### src/rtl/hb_pkg.sv
package hb_pkg;
  typedef enum logic [1:0] {SZ_BYTE = 2'd0, SZ_HALF = 2'd1, SZ_WORD = 2'd2} hb_size_e;

  typedef struct packed {
    logic wide;
    logic rdy_pol;
    logic comb_rw;
  } hb_cfg_t;

  typedef enum logic [1:0] {ST_IDLE, ST_MEM, ST_DONE} hb_state_e;
endpackage

### src/rtl/hb_cfg.sv
module hb_cfg
  import hb_pkg::*;
#(
  parameter int DW = 32,
  parameter int SYNC_STAGES = 2
) (
  input  logic          clk_i,
  input  logic          rst_ni,
  input  logic [1:0]    strap_width_i,
  input  logic          strap_rdy_pol_i,
  input  logic          strap_comb_rw_i,
  input  logic          apb_sel_i,
  input  logic          apb_write_i,
  input  logic [3:0]    apb_addr_i,
  input  logic [DW-1:0] apb_wdata_i,
  output logic [DW-1:0] apb_rdata_o,
  input  logic          err_set_i,
  output hb_cfg_t       cfg_o
);
  localparam int NS = 3;

  logic [NS-1:0] sync_q [SYNC_STAGES];
  hb_cfg_t       cfg_q;
  logic          err_q;
  logic          ctrl_wr, err_clr;

  // upper width strap bit dropped: no 8-bit host
  always_ff @(posedge clk_i) begin
    sync_q[0] <= {strap_width_i[0], strap_rdy_pol_i, strap_comb_rw_i};
    for (int i = 1; i < SYNC_STAGES; i++) sync_q[i] <= sync_q[i-1];
  end

  assign ctrl_wr = apb_sel_i && apb_write_i && (apb_addr_i[3:2] == 2'd0);
  assign err_clr = apb_sel_i && apb_write_i && (apb_addr_i[3:2] == 2'd1) && apb_wdata_i[0];

  // loads from straps only while reset is held
  always_ff @(posedge clk_i) begin
    if (!rst_ni)      cfg_q <= sync_q[SYNC_STAGES-1];
    else if (ctrl_wr) cfg_q <= {apb_wdata_i[0], apb_wdata_i[1], apb_wdata_i[2]};
  end

  always_ff @(posedge clk_i or negedge rst_ni) begin
    if (!rst_ni)        err_q <= 1'b0;
    else if (err_set_i) err_q <= 1'b1;
    else if (err_clr)   err_q <= 1'b0;
  end

  always_comb begin
    apb_rdata_o = '0;
    case (apb_addr_i[3:2])
      2'd0: apb_rdata_o[2:0] = {cfg_q.comb_rw, cfg_q.rdy_pol, cfg_q.wide};
      2'd1: apb_rdata_o[0]   = err_q;
      default: ;
    endcase
  end

  assign cfg_o = cfg_q;

  AST_CFG_HOLD: assert property (@(posedge clk_i) disable iff (!rst_ni)
    !ctrl_wr |=> $stable(cfg_q));
  AST_ERR_STICKY: assert property (@(posedge clk_i) disable iff (!rst_ni)
    (err_q && !err_clr) |=> err_q);
endmodule

### src/rtl/hb_regs.sv
module hb_regs #(
  parameter int          DW      = 32,
  parameter int          BUF_W   = 2,
  parameter logic [31:0] VERSION = 32'h0002_0105
) (
  input  logic          clk_i,
  input  logic          rst_ni,
  input  logic          we_i,
  input  logic          wide_i,
  input  logic [5:0]    addr_i,
  input  logic [DW-1:0] wdata_i,
  output logic [DW-1:0] rdata_o
);
  localparam int HW = DW / 2;

  logic [DW-1:0]    page_off_q, page_rng_q, word;
  logic [BUF_W-1:0] buf_mode_q;
  logic             in_map, upper;

  assign in_map = (addr_i[5:4] == 2'd0);
  assign upper  = !wide_i && addr_i[1];

  function automatic logic [DW-1:0] merge(logic [DW-1:0] old, logic [DW-1:0] d,
                                          logic wide, logic up);
    if (wide)    return d;
    else if (up) return {d[HW-1:0], old[HW-1:0]};
    else         return {old[DW-1:HW], d[HW-1:0]};
  endfunction

  always_ff @(posedge clk_i or negedge rst_ni) begin
    if (!rst_ni) begin
      page_off_q <= '0;
      page_rng_q <= '0;
      buf_mode_q <= '0;
    end else if (we_i && in_map) begin
      case (addr_i[3:2])
        2'd0: page_off_q <= merge(page_off_q, wdata_i, wide_i, upper);
        2'd1: page_rng_q <= merge(page_rng_q, wdata_i, wide_i, upper);
        2'd2: if (!upper) buf_mode_q <= wdata_i[BUF_W-1:0];
        default: ;
      endcase
    end
  end

  always_comb begin
    case (addr_i[3:2])
      2'd0:    word = page_off_q;
      2'd1:    word = page_rng_q;
      2'd2:    word = DW'(buf_mode_q);
      default: word = VERSION[DW-1:0];
    endcase
    if (!in_map)     rdata_o = '0;
    else if (wide_i) rdata_o = word;
    else             rdata_o = {{HW{1'b0}}, upper ? word[DW-1:HW] : word[HW-1:0]};
  end

  AST_VER_RO: assert property (@(posedge clk_i) disable iff (!rst_ni)
    (we_i && addr_i == 6'h0C && wide_i) |=> (addr_i != 6'h0C || !wide_i || rdata_o == VERSION[DW-1:0]));
endmodule

### src/rtl/hb_ctrl.sv
module hb_ctrl
  import hb_pkg::*;
#(
  parameter int DW     = 32,
  parameter int ADDR_W = 16
) (
  input  logic              clk_i,
  input  logic              rst_ni,
  input  hb_cfg_t           cfg_i,
  input  logic              cs_reg_ni,
  input  logic              cs_mem_ni,
  input  logic              rd_ni,
  input  logic              wr_ni,
  input  logic [1:0]        size_i,
  input  logic [ADDR_W-1:0] addr_i,
  input  logic [DW-1:0]     wdata_i,
  output logic [DW-1:0]     rdata_o,
  output logic              rdy_o,
  output logic              reg_we_o,
  output logic [5:0]        reg_addr_o,
  input  logic [DW-1:0]     reg_rdata_i,
  output logic              err_set_o,
  output logic              m_req_o,
  output logic              m_write_o,
  output logic [ADDR_W-1:0] m_addr_o,
  output logic [1:0]        m_size_o,
  output logic [DW-1:0]     m_wdata_o,
  input  logic [DW-1:0]     m_rdata_i,
  input  logic              m_done_i
);
  localparam int REG_SPAN_W = 6;

  hb_state_e         state_q;
  logic [ADDR_W-1:0] eff_addr, m_addr_q;
  logic [DW-1:0]     rdata_q, m_wdata_q;
  logic [1:0]        m_size_q;
  logic              m_write_q;
  logic              sel, both, strobe, is_write, start;
  logic              reg_ok, mem_ok, aligned, reg_go, mem_go, bad;

  always_comb begin
    eff_addr    = addr_i;
    eff_addr[1] = cfg_i.wide ? 1'b0 : addr_i[1];
  end

  assign sel      = !cs_reg_ni || !cs_mem_ni;
  assign both     = !cs_reg_ni && !cs_mem_ni;
  assign strobe   = cfg_i.comb_rw ? sel : (sel && (!rd_ni || !wr_ni));
  assign is_write = !wr_ni;
  assign start    = (state_q == ST_IDLE) && strobe;

  assign reg_ok  = (size_i == (cfg_i.wide ? SZ_WORD : SZ_HALF)) &&
                   (eff_addr[ADDR_W-1:REG_SPAN_W] == '0);
  assign aligned = (size_i == SZ_BYTE) ||
                   (size_i == SZ_HALF && !eff_addr[0]) ||
                   (size_i == SZ_WORD && eff_addr[1:0] == 2'b00);
  assign mem_ok  = aligned && (size_i != SZ_WORD || cfg_i.wide) && (size_i != 2'd3);

  assign reg_go = start && !both && !cs_reg_ni && reg_ok;
  assign mem_go = start && !both && !cs_mem_ni && mem_ok;
  assign bad    = start && !reg_go && !mem_go;

  assign reg_we_o   = reg_go && is_write;
  assign reg_addr_o = eff_addr[REG_SPAN_W-1:0];
  assign err_set_o  = bad;

  always_ff @(posedge clk_i or negedge rst_ni) begin
    if (!rst_ni) begin
      state_q   <= ST_IDLE;
      rdata_q   <= '0;
      m_addr_q  <= '0;
      m_size_q  <= '0;
      m_write_q <= 1'b0;
      m_wdata_q <= '0;
    end else begin
      case (state_q)
        ST_IDLE: if (start) begin
          if (mem_go) begin
            m_addr_q  <= eff_addr;
            m_size_q  <= size_i;
            m_write_q <= is_write;
            m_wdata_q <= wdata_i;
            state_q   <= ST_MEM;
          end else begin
            rdata_q <= (reg_go && !is_write) ? reg_rdata_i : '0;
            state_q <= ST_DONE;
          end
        end
        ST_MEM: if (m_done_i) begin
          rdata_q <= m_write_q ? '0 : m_rdata_i;
          state_q <= ST_DONE;
        end
        default: if (!sel) state_q <= ST_IDLE;
      endcase
    end
  end

  assign rdy_o     = (state_q == ST_DONE) ? cfg_i.rdy_pol : !cfg_i.rdy_pol;
  assign rdata_o   = rdata_q;
  assign m_req_o   = (state_q == ST_MEM);
  assign m_write_o = m_write_q;
  assign m_addr_o  = m_addr_q;
  assign m_size_o  = m_size_q;
  assign m_wdata_o = m_wdata_q;

  AST_BOTH_NO_FWD: assert property (@(posedge clk_i) disable iff (!rst_ni)
    (start && both) |=> !m_req_o);
  AST_BAD_NO_FWD: assert property (@(posedge clk_i) disable iff (!rst_ni)
    (start && !cs_mem_ni && !mem_ok) |=> !m_req_o);
  AST_REQ_HOLD: assert property (@(posedge clk_i) disable iff (!rst_ni)
    (m_req_o && !m_done_i) |=> (m_req_o && $stable(m_addr_o) && $stable(m_wdata_o)));
  AST_RDY_WAIT: assert property (@(posedge clk_i) disable iff (!rst_ni)
    m_req_o |-> (rdy_o != cfg_i.rdy_pol));
  AST_RDY_RELEASE: assert property (@(posedge clk_i) disable iff (!rst_ni)
    (!sel && (state_q == ST_DONE)) |=> (rdy_o != cfg_i.rdy_pol));
endmodule

### src/rtl/hostbus_bridge.sv
module hostbus_bridge
  import hb_pkg::*;
#(
  parameter int          DW      = 32,
  parameter int          ADDR_W  = 16,
  parameter int          BUF_W   = 2,
  parameter logic [31:0] VERSION = 32'h0002_0105
) (
  input  logic              clk_i,
  input  logic              rst_ni,
  input  logic [1:0]        strap_width_i,
  input  logic              strap_rdy_pol_i,
  input  logic              strap_comb_rw_i,
  input  logic              apb_sel_i,
  input  logic              apb_write_i,
  input  logic [3:0]        apb_addr_i,
  input  logic [DW-1:0]     apb_wdata_i,
  output logic [DW-1:0]     apb_rdata_o,
  input  logic              host_cs_reg_ni,
  input  logic              host_cs_mem_ni,
  input  logic              host_rd_ni,
  input  logic              host_wr_ni,
  input  logic [1:0]        host_size_i,
  input  logic [ADDR_W-1:0] host_addr_i,
  input  logic [DW-1:0]     host_wdata_i,
  output logic [DW-1:0]     host_rdata_o,
  output logic              host_rdy_o,
  output logic              m_req_o,
  output logic              m_write_o,
  output logic [ADDR_W-1:0] m_addr_o,
  output logic [1:0]        m_size_o,
  output logic [DW-1:0]     m_wdata_o,
  input  logic [DW-1:0]     m_rdata_i,
  input  logic              m_done_i
);
  hb_cfg_t       cfg;
  logic          err_set, reg_we;
  logic [5:0]    reg_addr;
  logic [DW-1:0] reg_rdata;

  hb_cfg #(.DW(DW)) u_cfg (
    .clk_i, .rst_ni, .strap_width_i, .strap_rdy_pol_i, .strap_comb_rw_i,
    .apb_sel_i, .apb_write_i, .apb_addr_i, .apb_wdata_i, .apb_rdata_o,
    .err_set_i(err_set), .cfg_o(cfg)
  );

  hb_regs #(.DW(DW), .BUF_W(BUF_W), .VERSION(VERSION)) u_regs (
    .clk_i, .rst_ni, .we_i(reg_we), .wide_i(cfg.wide), .addr_i(reg_addr),
    .wdata_i(host_wdata_i), .rdata_o(reg_rdata)
  );

  hb_ctrl #(.DW(DW), .ADDR_W(ADDR_W)) u_ctrl (
    .clk_i, .rst_ni, .cfg_i(cfg),
    .cs_reg_ni(host_cs_reg_ni), .cs_mem_ni(host_cs_mem_ni),
    .rd_ni(host_rd_ni), .wr_ni(host_wr_ni), .size_i(host_size_i),
    .addr_i(host_addr_i), .wdata_i(host_wdata_i), .rdata_o(host_rdata_o),
    .rdy_o(host_rdy_o), .reg_we_o(reg_we), .reg_addr_o(reg_addr),
    .reg_rdata_i(reg_rdata), .err_set_o(err_set),
    .m_req_o, .m_write_o, .m_addr_o, .m_size_o, .m_wdata_o, .m_rdata_i, .m_done_i
  );
endmodule

### config.mk
export PLATFORM = sky130hd
export DESIGN_NAME = hostbus_bridge
export DESIGN_NICKNAME = d
export VERILOG_FILES = /design/src/rtl/hb_pkg.sv /design/src/rtl/hb_cfg.sv /design/src/rtl/hb_regs.sv /design/src/rtl/hb_ctrl.sv /design/src/rtl/hostbus_bridge.sv
export SDC_FILE = /design/constraint.sdc
export NUM_CORES = 1
export LEC_CHECK = 0
export ABC_AREA = 1
export ABC_CLOCK_PERIOD_IN_PS = 2000
export BUFFER_PORTS_ARGS = -buffer_cell sky130_fd_sc_hd__buf_2
export CORE_ASPECT_RATIO = 1.5
export CORE_MARGIN = 4
export CORE_UTILIZATION = 52
export DETAILED_ROUTE_END_ITERATION = 7
export PLACE_DENSITY = 0.92
export SYNTH_ARGS = -nofsm -noshare
export SYNTH_HDL_FRONTEND = slang
export SYNTH_SLANG_ARGS = --single-unit
### constraint.sdc
create_clock -name clk_i -period 2 [get_ports clk_i]
set_input_delay 0.4 -clock clk_i [delete_from_list [all_inputs] [get_ports clk_i]]
set_output_delay 0.4 -clock clk_i [all_outputs]
set_load 0.01 [all_outputs]
Word-level counts from Yosys, hierarchy flattened. Memory sizes are Yosys's and may differ from the RTL's. Cells that the tools add are included.

Equality and inequality tests: 16. Mux-type cells: 27. Bitwise gates (word level): 1. Reductions and logical operators: 56.

Operators by type and width (count): $mux W32 (9); $pmux W32 S3 (1); $pmux W32 S2 (1); $logic_and A1 B1 Y1 (23); $reduce_and A3 Y1 (7); $mux W16 (1); $logic_not A2 Y1 (6); $mux W2 (6); $logic_not A1 Y1 (10); $logic_not A10 Y1 (1); $eq A2 B1 Y1 const B (4); $ne A2 B2 Y1 const B (4); $eq A2 B2 Y1 const B (3); $mux W3 (2); $ne A2 B1 Y1 const B (3); $reduce_bool A2 Y1 (3); $logic_or A1 B1 Y1 (5); $mux W1 (5); $pmux W2 S2 (1); $reduce_and A4 Y1 (1); $ne A3 B3 Y1 const B (1); $eq A2 B2 Y1 (1); $pmux W1 S2 (1); $not A1 Y1 (1).

Bits in registers: 155. Memory bits (writable): 6. Input port bits: 131. Memories: 1.

Memory list: u_cfg.sync_q (words 2, width 3, read ports 2, clocked after Yosys merged registers in 0, write ports 2, RTL line hb_cfg.sv:22) `logic [NS-1:0] sync_q [SYNC_STAGES];`.

Logic depth before layout (Yosys ltp).
Depth after elaboration: 13. Depth in mapped cells: 11. Gate-level depth less buffers: 10.

Modules after synthesis. Synthesis repeated with hierarchy kept, for this count alone.

Cells, all modules: 1126. Area, all modules: 8439.3 um2.

Modules (own cells, without submodules): hb_ctrl (times used 1, cells each 581, area an instance 4434.3 um2); hb_regs (times used 1, cells each 484, area an instance 3443.3 um2); hb_cfg (times used 1, cells each 61, area an instance 561.8 um2).

Least setup slack after synthesis. Ideal clock, no wire load.

Kind: in2reg. Start: in host_wr_ni. End: reg u_ctrl.m_write_q, in the netlist u_ctrl.m_write_o. Setup time: 137 ps. Arrival: 1429 ps. Required time: 1863 ps. Path slack: 434 ps. Cell stages on the path: 9. Buffers on the path: 3. Cells stage by stage: buf_2 > nand3_2 > nand3_2 > nor2_4 > nand2_4 > buf_6 > buf_2 > nand2_1 > o21ai_0.

Word-level cells in the longest chain between the ends: 9.

RTL lines: start, declared (RTL line hostbus_bridge.sv:22) `input logic host_wr_ni,`; $logic_not A1 Y1 * (RTL line hb_ctrl.sv:48, hb_ctrl.sv:49); $logic_or A1 B1 Y1 (RTL line hb_ctrl.sv:48) `assign strobe = cfg_i.comb_rw ? sel : (sel && (!rd_ni || !wr_ni));`; $logic_and A1 B1 Y1 (RTL line hb_ctrl.sv:48); $mux W1 (RTL line hb_ctrl.sv:48); $logic_and A1 B1 Y1 (RTL line hb_ctrl.sv:50) `assign start = (state_q == ST_IDLE) && strobe;`; $logic_and A1 B1 Y1 (3 in a row) (RTL line hb_ctrl.sv:60) `assign mem_go = start && !both && !cs_mem_ni && mem_ok;`; $reduce_and A3 Y1 (no source line); end signal, assigned (RTL line hb_ctrl.sv:81) `m_write_q <= is_write;`; end, declared (RTL line hb_ctrl.sv:37) `logic m_write_q;`.

Every way passes the cells marked *; elsewhere a longest branch is shown, timed or not. A chain may end at the register's enable or synchronous reset.

Worst setup path in the final report.
Start: reg u_cfg.cfg_q, in the netlist u_cfg.cfg_o[2]. End: out apb_rdata_o[0].

Word-level cells in the longest chain between the ends: 1.

RTL lines: start, declared (RTL line hb_cfg.sv:23) `hb_cfg_t cfg_q;`; start signal, assigned (RTL line hb_cfg.sv:38) `if (!rst_ni) cfg_q <= sync_q[SYNC_STAGES-1];`; start signal, assigned (RTL line hb_cfg.sv:39) `else if (ctrl_wr) cfg_q <= {apb_wdata_i[0], apb_wdata_i[1], apb_wdata_i[2]};`; $pmux W1 S2 (RTL line hb_cfg.sv:50) `case (apb_addr_i[3:2])`; end, declared (RTL line hostbus_bridge.sv:18) `output logic [DW-1:0] apb_rdata_o,`.

Every way passes these cells.

==> reports/qor.yml <==
status: "finished, final reports clean"
cp_max_fo: 19
post_synth.cell_area_avg_sq_um: 7.76
finalClockSkew_ns: 0.0235
setup-tns-final_ns: 0
die_area_sq_um: 18100
grt_pass1_wl_um: 38800
flow.area_growth_from_synthesis_pct: 19.5
startpoint_type: "flop"
number_of_nets_with_antenna_violations_after_detailed_routing: 0
worst_hold_path_type: "in -> async"
critPathLaunch: "u_cfg.cfg_o[2]"
worst_path_dominant_cell_family: "buffers and inverters"
num-nets-final: 1373
detailroute.wirelength.met2_um: 12500
grt_antenna_before_repair: 0
timing.critical_path.required_ns: 1.60
cts_htree_levels: 4
grt_max_degree: 120
post_synth_main_area_contributors: "dfrtp_1 46%, nand2_1 12%, nor2_1 6.3%, nand4_1 6.2%, nand3_1 5.2%"
cp_data_arrival_time_ns: 1.56
clkSinkCount: 161
fillers: 1266
post_drt_via_cell_ratio: 5.65
routed_wire_length_per_instance_um: 16.8
critical_path.cell_chain: "inv_1, buf_6, o21ai_0, buf_2"
timing.final.crit_share_pct: 98.0
cts.repair_timing.setup_buffer_count: 0
holdBufCountCts: 0
longest_clk_path_bufs: 2
power.density_cell_area_nw_per_um2: 1130
grt.total_usage_pct: 26.3
leakagePower_nw: 5.43
r2r_cells: 8
proportion_of_layout_cells_with_a_drive_suffix_above_1_pct: 22.2
synth_top_area_share_pct: 45.7
clk-insertion-delay-late_ns: 0.44
max_freq_ghz: 0.510
ys_ff_latch: 161
place.port_buffers: 186
met1_length_um: 8640
worst_setup_path_type: "reg -> out"
worst_pin_slew_ns: 0.688
reg2reg_setup_slack_ns: 0.14
via_count: 8236
post_synth_inst_count: 1072
place.gp.congestion: 0.875
post_detailed_placement_half_perimeter_wirelength_um: 17000
peak_ir_drop_on_the_vdd_network_mv: 0.547
final-setup-viol-count: 0
finalWirelength_um: 24500
r2r-start: "u_cfg.cfg_o[2]"
ys.warnings.count: 0
numCtsBuffers: 17
critical-path-max-stage-delay_ns: 0.50
drc: 0
grt_pass1_vias: 7867
grt_setup_unrepaired: "false"
detailedRoute.firstPassIterationCount: 6
iteration_0_drc_markers: 1198
mappedNetlistArea_sq_um: 8320
synth_top_cell_by_area: "dfrtp_1"
cp-end-kind: "output port"
synth_sequential_area_ratio_pct: 48.2
initial_core_utilization_pct: 53.0
max-cap-violations: 0
slew_viol_final: 0
final_design_area_no_fill_sq_um: 9950
postPlaceCellArea_sq_um: 9380
worst-path-stages: 4
io_pins: 248
worst_setup_hold_path_clk_slew_ns: 0.07
die_w_um: 111
dieHeight_um: 163
coreArea_sq_um: 15700
highest-signal-layer: "met4"
finalHoldViolCount: 0
clock_tree_root_buffer_cell: "clkbuf_16"
gr-total-overflow: 0
critPathSlowestCell: "edfxtp_1"
placementRows: 56
period_minus_slack_ns: 1.96
met3_wl_post_dr_um: 2150
netlist-cell-type-count: 33
clock_tree_from_tritoncts: "yes"
slew_headroom_pct: 54.2
smallest_hold_slack_ns: 0.0253
antennaDiodeCount: 0
crit_buf_inv: 3
worst register-to-register path, stage by stage (launching register included):
cell and delay, ns:
edfxtp_1 0.50, inv_1 0.13, nand2_1 0.07, nand2_1 0.10
nand3_2 0.14, nor2_8 0.28, buf_12 0.28, nand4_1 0.17
nand2_1 0.11
metrics by stage:
stage | total power [W] | instances | util, % | setup slack, ns
floorplan | 0.00669 | 1100 | - | 0.434
global placement | 0.00801 | 1426 | 59.8 | 0.0873
detailed placement | 0.00819 | 1426 | 59.8 | 0.00297
CTS | 0.0112 | 1458 | 63.3 | 0.0275
global route | 0.0118 | 1458 | 63.4 | 0.00229
finish | 0.0112 | 1458 | 63.4 | 0.0391
layout make-up:
type,instances,area [sq um],area share [%]
tap,203,254,2.55
sequential,161,4010,40.4
timing repair buffer,221,1320,13.2
multi-input combinational,747,3460,34.8
inverter,94,353,3.55
clock inverter,10,77.6,0.780
clock buffer,22,474,4.77
cell usage in the layout, fill, tap and decap left out, drive strengths merged, types with 3 or more instances in the layout:
cell / count
nand2: 269
buf: 221
dfrtp: 152
nor2: 149
inv: 97
nand3: 93
nand4: 83
a21oi: 53
o21ai: 48
conb: 29
clkbuf: 22
o22ai: 16
dfxtp: 6
clkinv: 5
edfxtp: 3
state kept, by name, indices dropped and copies added, names as in the netlist:
register	cells
u_ctrl.m_addr_o	16
u_regs.page_off_q	32
u_ctrl.m_size_o	2
u_ctrl.state_q	2
u_ctrl.m_wdata_o	32
u_ctrl.rdata_o	32
u_cfg.err_q	1
u_regs.buf_mode_q	2
u_cfg.cfg_o	3
u_ctrl.m_write_o	1
u_regs.page_rng_q	32
u_cfg.sync_q	6
cell usage after synthesis, drive strengths merged:
master / n
nand4: 83
inv: 94
buf: 79
nor3: 1
nor4: 1
dfrtp: 152
xor2: 1
mux2: 2
nand2: 269
a21boi: 1
or2: 1
nor2: 149
o21ai: 48
nand3: 93
clkbuf: 19
a21oi: 53
edfxtp: 3
conb: 1
o22ai: 16
dfxtp: 6
routing by layer:
| layer | GRT usage, % | vias to the layer above |
|---|---|---|
| met5 | 0 | - |
| met4 | 13.7 | 0 |
| li1 | - | 3781 |
| met1 | 30.9 | 3772 |
| met2 | 45.7 | 561 |
| met3 | 4.98 | 122 |
timing repair:
action | CTS | global route
endpoints found under the setup margin | 1 | 16
gates cloned | 0 | 0
resized for setup | 1 | 1
kinds of logic after synthesis:
logic type | Yosys count | synth area share, %
flops | 161 | 48.2
buf+inv | 192 | 11.6
xor+xnor | 1 | 0.105
compound gates | 118 | 7.46
other cells | 1 | 0.0451
mux | 2 | 0.271
simple gates | 597 | 32.3
path summary, 6_finish.rpt:
kind,endpoint
setup reg to reg,u_regs.page_off_q[31]
max in group asynchronous,u_ctrl.rdata_o[15]
hold / removal,u_ctrl.m_addr_o[8]
min in group clk_i,u_cfg.sync_q[0][0]
hold reg to reg,u_cfg.sync_q[0][4]
setup / recovery,apb_rdata_o[0]
report_power, final:
part	switching (W)	internal, W	leakage (nW)
combinational	0.00214	0.00137	3.10
clock	0.00135	0.00170	0.267
sequential	0.000477	0.00416	2.06
Power figures use the tool's default switching activity.
